==> config.mk <==
export PLATFORM = sky130hd
export DESIGN_NAME = lpm_entry_ctrl
export DESIGN_NICKNAME = d
export VERILOG_FILES = /design/src/rtl/lpm_pkg.sv /design/src/rtl/lpm_edge_det.sv /design/src/rtl/lpm_wake_timer.sv /design/src/rtl/lpm_entry_ctrl.sv
export SDC_FILE = /design/constraint.sdc
export NUM_CORES = 1
export LEC_CHECK = 0
export ABC_AREA = 1
export BUFFER_PORTS_ARGS = -buffer_cell sky130_fd_sc_hd__buf_4
export CAP_MARGIN = 20
export CORE_ASPECT_RATIO = 1.1
export CORE_MARGIN = 2
export CORE_UTILIZATION = 26
export CTS_CLUSTER_SIZE = 10
export DETAILED_ROUTE_END_ITERATION = 10
export GPL_TIMING_DRIVEN = 0
export PLACE_DENSITY = 0.45
export SLEW_MARGIN = 20
export SYNTH_ARGS = -nofsm -noshare
export SYNTH_HDL_FRONTEND = slang
export SYNTH_SLANG_ARGS = --single-unit
==> constraint.sdc <==
create_clock -name clk -period 3.25 [get_ports clk]
set_input_delay 0.325 -clock clk [delete_from_list [all_inputs] [get_ports clk]]
set_output_delay 0.325 -clock clk [all_outputs]
set_load 0.02 [all_outputs]
==> src/rtl/lpm_pkg.sv <==
package lpm_pkg;

  typedef enum logic [2:0] {
    ST_RUN   = 3'd0,
    ST_SLEEP = 3'd1,
    ST_HOLD  = 3'd2,
    ST_STOP  = 3'd3,
    ST_WAKE  = 3'd4,
    ST_SBY   = 3'd5
  } lpm_state_e;

  localparam logic [1:0] REG_NORMAL = 2'b00;
  localparam logic [1:0] REG_LOWPWR = 2'b01;
  localparam logic [1:0] REG_OFF    = 2'b10;

  // Target state for a wait request taken in Run.
  function automatic lpm_state_e pick_entry(input logic deep, input logic pdn,
                                            input logic pend, input logic busy);
    if (!deep)     return ST_SLEEP;
    else if (pdn)  return ST_SBY;
    else if (pend) return ST_RUN;
    else if (busy) return ST_HOLD;
    else           return ST_STOP;
  endfunction

  // Regulator setting for a given state.
  function automatic logic [1:0] reg_for(input lpm_state_e st, input logic lp_sel,
                                         input logic clk_req);
    if (st == ST_SBY)                          return REG_OFF;
    else if (st == ST_STOP && lp_sel && !clk_req) return REG_LOWPWR;
    else                                       return REG_NORMAL;
  endfunction

endpackage

==> src/rtl/lpm_edge_det.sv <==
module lpm_edge_det #(
  parameter int NSRC = 2
) (
  input  logic            clk,
  input  logic            rst_n,
  input  logic [NSRC-1:0] lvl,
  output logic            any_rise
);
  logic [NSRC-1:0] prev_q;
  logic [NSRC-1:0] rise;

  for (genvar i = 0; i < NSRC; i++) begin : g_src
    assign rise[i] = lvl[i] & ~prev_q[i];
  end

  always_ff @(posedge clk or negedge rst_n) begin
    if (!rst_n) prev_q <= '0;
    else        prev_q <= lvl;
  end

  assign any_rise = |rise;
endmodule

==> src/rtl/lpm_wake_timer.sv <==
module lpm_wake_timer #(
  parameter int DLY_W = 8
) (
  input  logic             clk,
  input  logic             rst_n,
  input  logic             load,
  input  logic [DLY_W-1:0] load_val,
  output logic             done
);
  localparam logic [DLY_W-1:0] ONE = DLY_W'(1);
  logic [DLY_W-1:0] cnt_q;

  always_ff @(posedge clk or negedge rst_n) begin
    if (!rst_n)             cnt_q <= '0;
    else if (load)          cnt_q <= load_val;
    else if (cnt_q != '0)   cnt_q <= cnt_q - ONE;
  end

  assign done = (cnt_q == ONE);
endmodule

==> src/rtl/lpm_entry_ctrl.sv <==
module lpm_entry_ctrl
  import lpm_pkg::*;
#(
  parameter int DLY_W = 8
) (
  input  logic             clk,
  input  logic             rst_n,
  input  logic             wait_req,
  input  logic             wait_is_evt,
  input  logic             exc_return,
  input  logic             deep_sleep,
  input  logic             sleep_on_exit,
  input  logic             pdds,
  input  logic             lpds,
  input  logic             pend_exti,
  input  logic             pend_periph,
  input  logic             pend_alarm,
  input  logic             flash_busy,
  input  logic             apb_busy,
  input  logic             irq_any,
  input  logic             evt_any,
  input  logic             wkup_pin,
  input  logic             alarm_evt,
  input  logic             ext_rst_req,
  input  logic             wdg_rst_req,
  input  logic             periph_clk_req,
  input  logic [DLY_W-1:0] wake_dly,
  output logic             cpu_clk_en,
  output logic             dom_clk_en,
  output logic             osc_en,
  output logic [1:0]       reg_mode,
  output logic             sby_pwr_off,
  output logic             hsi_sel_pulse,
  output logic             sbf_set_pulse,
  output logic             sby_exit_rst
);

  lpm_state_e state_q, state_n;
  logic wfe_q, lpds_q;
  logic hsi_q, sbf_q, sbyrst_q;

  // Named internal events
  logic trig, trig_evt, pend_any, busy_any, wake_hit;
  logic stop_exit, sby_entry, pin_rise, sby_src, tmr_load, tmr_done;

  assign trig      = wait_req | (exc_return & sleep_on_exit);
  assign trig_evt  = wait_req & wait_is_evt;
  assign pend_any  = pend_exti | pend_periph | pend_alarm;
  assign busy_any  = flash_busy | apb_busy;
  assign wake_hit  = wfe_q ? evt_any : irq_any;
  assign sby_src   = pin_rise | ext_rst_req | wdg_rst_req;

  lpm_edge_det #(.NSRC(2)) u_edge (
    .clk      (clk),
    .rst_n    (rst_n),
    .lvl      ({alarm_evt, wkup_pin}),
    .any_rise (pin_rise)
  );

  lpm_wake_timer #(.DLY_W(DLY_W)) u_tmr (
    .clk      (clk),
    .rst_n    (rst_n),
    .load     (tmr_load),
    .load_val (wake_dly),
    .done     (tmr_done)
  );

  always_comb begin
    state_n = state_q;
    unique case (state_q)
      ST_RUN:   if (trig) state_n = pick_entry(deep_sleep, pdds, pend_any, busy_any);
      ST_SLEEP: if (wake_hit) state_n = ST_RUN;
      ST_HOLD:  if (pend_any) state_n = ST_RUN;
                else if (!busy_any) state_n = ST_STOP;
      ST_STOP:  if (wake_hit) state_n = (lpds_q && wake_dly != '0) ? ST_WAKE : ST_RUN;
      ST_WAKE:  if (tmr_done) state_n = ST_RUN;
      ST_SBY:   state_n = ST_SBY;
      default:  state_n = ST_RUN;
    endcase
  end

  assign tmr_load  = (state_q == ST_STOP) && (state_n == ST_WAKE);
  assign stop_exit = (state_q == ST_STOP || state_q == ST_WAKE) && (state_n == ST_RUN);
  assign sby_entry = (state_q != ST_SBY) && (state_n == ST_SBY);

  always_ff @(posedge clk or negedge rst_n) begin
    if (!rst_n) begin
      state_q  <= ST_RUN;
      wfe_q    <= 1'b0;
      lpds_q   <= 1'b0;
      hsi_q    <= 1'b0;
      sbf_q    <= 1'b0;
      sbyrst_q <= 1'b0;
    end else begin
      state_q  <= state_n;
      if (state_q == ST_RUN && trig) begin
        wfe_q  <= trig_evt;
        lpds_q <= lpds;
      end
      hsi_q    <= stop_exit;
      sbf_q    <= sby_entry;
      sbyrst_q <= (state_q == ST_SBY) && sby_src;
    end
  end

  assign cpu_clk_en    = (state_q == ST_RUN);
  assign dom_clk_en    = (state_q == ST_RUN) || (state_q == ST_SLEEP) || (state_q == ST_HOLD);
  assign osc_en        = dom_clk_en || (state_q == ST_WAKE);
  assign reg_mode      = reg_for(state_q, lpds_q, periph_clk_req);
  assign sby_pwr_off   = (state_q == ST_SBY);
  assign hsi_sel_pulse = hsi_q;
  assign sbf_set_pulse = sbf_q;
  assign sby_exit_rst  = sbyrst_q;

  // Assertions
  assert_pend_block_R4: assert property (@(posedge clk) disable iff (!rst_n)
    (cpu_clk_en && trig && deep_sleep && !pdds && pend_any) |=> cpu_clk_en);

  assert_busy_hold_R5: assert property (@(posedge clk) disable iff (!rst_n)
    (state_q == ST_HOLD && busy_any && !pend_any) |=> (dom_clk_en && !cpu_clk_en));

  assert_hsi_single_R6: assert property (@(posedge clk) disable iff (!rst_n)
    hsi_sel_pulse |=> !hsi_sel_pulse);

  assert_sleep_kind_R8: assert property (@(posedge clk) disable iff (!rst_n)
    (state_q == ST_SLEEP && wfe_q && !evt_any) |=> !cpu_clk_en);

  assert_sby_sticky_R10: assert property (@(posedge clk) disable iff (!rst_n)
    sby_pwr_off |=> sby_pwr_off);

  assert_sbf_in_sby_R3: assert property (@(posedge clk) disable iff (!rst_n)
    sbf_set_pulse |-> (sby_pwr_off && !dom_clk_en));

endmodule

After elaboration in Yosys (flattened, before gate mapping)
Index checks and enable logic that the tools add are counted.
- memory bits (writable): 0
- logic and storage cells: 66
- output and inout port bits: 9
- ROM bits: 0
- bits in registers: 18
- memories kept: 0
- latch bits: 0
- $lt $le $gt $ge: 0
- equality and inequality tests: 9
- bitwise gates (word level): 12
- div/mod/pow operators: 0
- shift-type cells: 0
- reductions and logical operators: 19
- $mul: 0
- $add $sub $neg: 1
- mux-type cells: 17
- operators with widths (kind ; count):
    $mux 3 ; 9
    $pmux 3 s6 ; 1
    $mux 8 ; 2
    $reduce_bool 8->1 ; 2
    $eq 3x3->1 const B ; 4
    $eq 8x1->1 const B ; 1
    $logic_and 1x1->1 ; 8
    $sub 8x1->8 const B ; 1
    $eq 3x2->1 const B ; 2
    $logic_not 3->1 ; 2
    $or 1x1->1 ; 6
    $and 1x1->1 ; 4
    $logic_or 1x1->1 ; 4
    $mux 2 ; 2
    $eq 3x1->1 const B ; 1
    $mux 1 ; 3
    $ne 3x3->1 const B ; 1
    $not 1->1 ; 2
    $reduce_bool 2->1 ; 1
    $reduce_or 2->1 ; 1
    $logic_not 1->1 ; 1

Depth between registers and ports, before layout
- depth after elaboration: 10
- gate-level depth with buffers: 8

Hierarchy
From an unflattened synthesis, not the netlist that was laid out.
- cells, all modules: 175
- area, all modules: 1287.5 um^2
- by module, submodules not included (module ; cells an instance ; area each (um^2) ; times used):
    lpm_wake_timer ; 80 ; 623.1 ; 1
    lpm_entry_ctrl ; 88 ; 595.6 ; 1
    lpm_edge_det ; 7 ; 68.8 ; 1

Worst setup path before layout
Ideal clock, no wire load.
- kind: flip-flop to output port
- start point: register state_q[0]
- end point: output reg_mode[0]
- stages on the path, launching flop included: 5
- path slack: 1826 ps
- buffers on the path: 0
- data arrival time: 1099 ps
- cell sequence: dfrtp_1 -> nand2_2 -> nor2_4 -> inv_1 -> nor3_1
- word-level cells in the longest chain between the ends: 5
- elaborated cells between the ends (all ways): 6
- classes of those cells: eq/ne: 2; mux: 2; reduce/logical: 2
- ends and longest elaborated chain (item ; line ; source):
    from (decl) ; lpm_entry_ctrl.sv:38 ; lpm_state_e state_q, state_n;
    from (signal assigned) ; lpm_entry_ctrl.sv:95 ; state_q <= state_n;
    $eq 3x2->1 ; lpm_pkg.sv:30 ; else if (st == ST_STOP && lp_sel && !clk_req) return REG_LOWPWR;
    $logic_and 1x1->1 (2 in series) ; lpm_pkg.sv:30 ;
    $mux 1 ; lpm_pkg.sv:30 ;
    $mux 2 (*) ; lpm_pkg.sv:29 ; if (st == ST_SBY) return REG_OFF;
    to (decl) ; lpm_entry_ctrl.sv:31 ; output logic [1:0] reg_mode,
Mark *: on every way between the ends. The rest lies on a longest branch, timed or not.

Worst setup path in the final report
- start point: register state_q[1]
- end point: output osc_en
- word-level cells in the longest chain between the ends: 4
- elaborated cells between the ends (all ways): 7
- classes of those cells: eq/ne: 3; reduce/logical: 4
- ends and longest elaborated chain (item ; line ; source):
    $eq 3x1->1 / $logic_not 3->1 (equally long branches) ; lpm_entry_ctrl.sv:107 ; assign dom_clk_en = (state_q == ST_RUN) || (state_q == ST_SLEEP) || (state_q == ST_HOLD);
    $logic_or 1x1->1 (2 in series) ; lpm_entry_ctrl.sv:107 ;
    $logic_or 1x1->1 (*) ; lpm_entry_ctrl.sv:108 ; assign osc_en = dom_clk_en || (state_q == ST_WAKE);
    to (decl) ; lpm_entry_ctrl.sv:30 ; output logic osc_en,
Marked as above.

==> flow_metrics.env <==
export IMPL_die_h_um=73.0
export IMPL_grt_pass1_wl_um=4380
export IMPL_p_clk_share_pct=16.7
export IMPL_dieArea_um2=4870
export IMPL_syn_area_um2=1130
export IMPL_worstMarginPinSlew_ns=0.310
export IMPL_synth_nets=190
export IMPL_leakage_nw=0.826
export IMPL_power_switching_mw=0.481
export IMPL_seqPwrFrac_pct=34.1
export IMPL_worst_setup_path_start_kind="flop"
export IMPL_post_route_min_period_ns=1.64
export IMPL_antenna_cells=0
export IMPL_hold_path_class="in2reg"
export IMPL_endpoint="osc_en"
export IMPL_finalMaxSlewViolations=0
export IMPL_clockBufferDepth=2
export IMPL_io_pins=38
export IMPL_hold_worst_slack_ns=0.183
export IMPL_swShare_pct=42.8
export IMPL_vias=1095
export IMPL_hold_depth=1
export IMPL_cts_num_sinks=18
export IMPL_clk_latency_ns=0.26
export IMPL_first_pass_iters=4
export IMPL_drive_gt1_share_pct=25.9
export IMPL_yosysWarnings=0
export IMPL_relSlewSlack_pct=79.3
export IMPL_wl_per_cell_um=9.92
export IMPL_p_int_mw=0.644
export IMPL_route_detailed_drc=0
export IMPL_syn_inst=159
export IMPL_dp_cells=250
export IMPL_crit_path_end_kind="primary output"
export IMPL_finalHoldViolCount=0
export IMPL_grt_remaining_overflow=0
export IMPL_area_growth_synth_to_final_pct=36.4
export IMPL_power_density_nw_per_um2=733
export IMPL_antenna_found_initial=0
export IMPL_drv_cap=0
export IMPL_die_w_um=66.8
export IMPL_cts_clk_slew_worst_paths_ns=0.08
export IMPL_setup_viol=0
export IMPL_ys_ff_latch=18
export IMPL_start_util_pct=26.7
export IMPL_yosysSeqAreaShare_pct=40.0
export IMPL_grt_pass1_vias=1052
export IMPL_fill_cells=489
export IMPL_timing_rr_end="u_tmr.cnt_q[6]$_DFFE_PN0P_"
export IMPL_worstPathArrival_ns=1.31
export IMPL_comb_power_share_pct=49.2
export IMPL_vias_per_cell=4.29
export IMPL_cts_tree="yes"
export IMPL_status="finished clean"
export IMPL_grtUsageTotal_pct=11.7
export IMPL_fmax_ghz=0.610
export IMPL_hpwl_um=2060
export IMPL_r2r_start="u_tmr.cnt_q[0]$_DFFE_PN0P_"
export IMPL_period_share_pct=50.5
export IMPL_synth_area_per_cell_um2=7.08
export IMPL_cp_required_ns=2.92
export IMPL_critical_path_class="reg2out"
export IMPL_final_util_pct=36.4
export IMPL_startpoint="state_q[1]$_DFF_PN0_"
export IMPL_worst_clock_skew_ns=0.00585
export IMPL_reg2regPathDepth=7
export IMPL_routabilityCongestion=0.863
export IMPL_path_max_fanout=4
export IMPL_synthDistinctLibCells=22
export IMPL_rsz0062_at_grt="no"
export IMPL_cts_root_buf="clkbuf_8"
export IMPL_numCtsBuffers=3
export IMPL_r2r_slack_ns=1.67
export IMPL_wirelength_um=2530
export IMPL_final_cell_count_no_fill=255
export IMPL_htreeDepth=1
export IMPL_tns_ns=0
export IMPL_final_nets=233
export IMPL_grt_start_max_net_pins=19
export IMPL_rows=25
export IMPL_drt_iter0_drc=44
export IMPL_finalPower_mw=1.13
export IMPL_ant_nets=0
export IMPL_peakVddDrop_uv=284
export IMPL_port_buffers=37
export IMPL_core_um2=4220
-- cell usage after synthesis --
cell type | instances | area (um2)
nand2_1 | 49 | 184
inv_1 | 23 | 86.3
nor2_1 | 22 | 82.6
dfrtp_1 | 18 | 450
nand3_1 | 12 | 60.1
a21oi_1 | 5 | 25.0
o21ai_0 | 5 | 25.0
nand2_2 | 4 | 25.0
nand4_1 | 4 | 25.0
ha_1 | 2 | 25.0
nor2_4 | 2 | 22.5
nor3_1 | 2 | 10.0
xnor2_1 | 2 | 17.5
buf_4 | 1 | 7.51
clkinv_1 | 1 | 3.75
nand3_2 | 1 | 10.0
nand3_4 | 1 | 17.5
nor2_2 | 1 | 6.26
nor2_8 | 1 | 20.0
o22ai_1 | 1 | 6.26
o31ai_1 | 1 | 7.51
xor2_1 | 1 | 8.76
-- power by group through the flow --
| stage | sequential (mW) | clock [mW] | combinational [mW] |
|---|---|---|---|
| 6_report | 0.384 | 0.188 | 0.554 |
| 5_1_grt | 0.395 | 0.201 | 0.637 |
| 4_1_cts | 0.384 | 0.195 | 0.562 |
| 3_5_place_dp | 0.389 | 0 | 0.558 |
| 3_3_place_gp | 0.388 | 0 | 0.555 |
| 2_1_floorplan | 0.388 | 0 | 0.384 |
-- layout by cell type (no fill, tap or decap), types with 2 or more instances in the layout --
cell type and count:
nand2_1 49, buf_4 38, inv_1 23, nor2_1 22, dfrtp_1 18, nand3_1 12, o21ai_0 5, a21oi_1 5
nand2_2 4, nand4_1 4, clkbuf_8 4, nor3_1 2, nor2_4 2, xnor2_1 2, ha_1 2
-- logic make-up (layout without fill, tap and decap cells) --
logic type	count (synthesis)	count (layout)	synth area share (%)
buf+inv	25	67	8.67
flops	18	18	40.0
fa+ha+maj	2	2	2.22
xor+xnor	3	3	2.33
simple gates	99	99	41.1
compound gates	12	12	5.67
-- area by class of cell --
cell class | instances | area, um2 | area share, %
flip-flops and latches | 18 | 450 | 29.3
repair buffers | 38 | 288 | 18.7
inverters | 24 | 90.1 | 5.86
multi-input cells | 116 | 578 | 37.6
clock buffers | 4 | 55.1 | 3.58
plain buffers | 1 | 7.51 | 0.489
well taps | 54 | 67.6 | 4.40
-- how the worst min path moves through the flow --
stage	start	end	slack (ns)
5_1_grt	wkup_pin	u_edge.prev_q[0]$_DFF_PN0_	0.18
3_3_place_gp	rst_n	wfe_q$_DFFE_PN0P_	0.22
4_1_cts	wkup_pin	u_edge.prev_q[0]$_DFF_PN0_	0.17
6_report	wkup_pin	u_edge.prev_q[0]$_DFF_PN0_	0.18
3_5_place_dp	rst_n	wfe_q$_DFFE_PN0P_	0.22
2_1_floorplan	rst_n	hsi_sel_pulse$_DFF_PN0_	0.03
-- flip-flops by register name (all words and copies together), names as in the netlist --
signal         cells
hsi_sel_pulse      1
sby_exit_rst       1
lpds_q             1
wfe_q              1
sbf_set_pulse      1
state_q            3
u_tmr.cnt_q        8
u_edge.prev_q      2
-- critical path, stage by stage, from the launching register on --
cell	delay, ns
dfrtp_1	0.42
nor2_1	0.26
nand2_1	0.16
nand2_1	0.09
buf_4	0.13
-- per-stage QoR --
stage	setup WS [ns]	cell area, um2
CTS	1.62	1540
detailed placement	1.68	1470
global route	1.49	1540
global placement	1.71	1470
floorplan	1.83	1130
finish	1.61	1540
-- what timing repair did --
item	CTS	global route
buffers inserted	0	0
resized for setup	0	0
hold endpoints to repair	18	0
hold buffers	1	0
-- metal layers --
layer  share of wire [%]  track usage, %
met5                   0               0
met4                 1.7            5.44
met3                 6.9            2.47
met2                  45            19.8
met1                  46            14.2
Note: power is estimated with default switching activity, not from simulation.
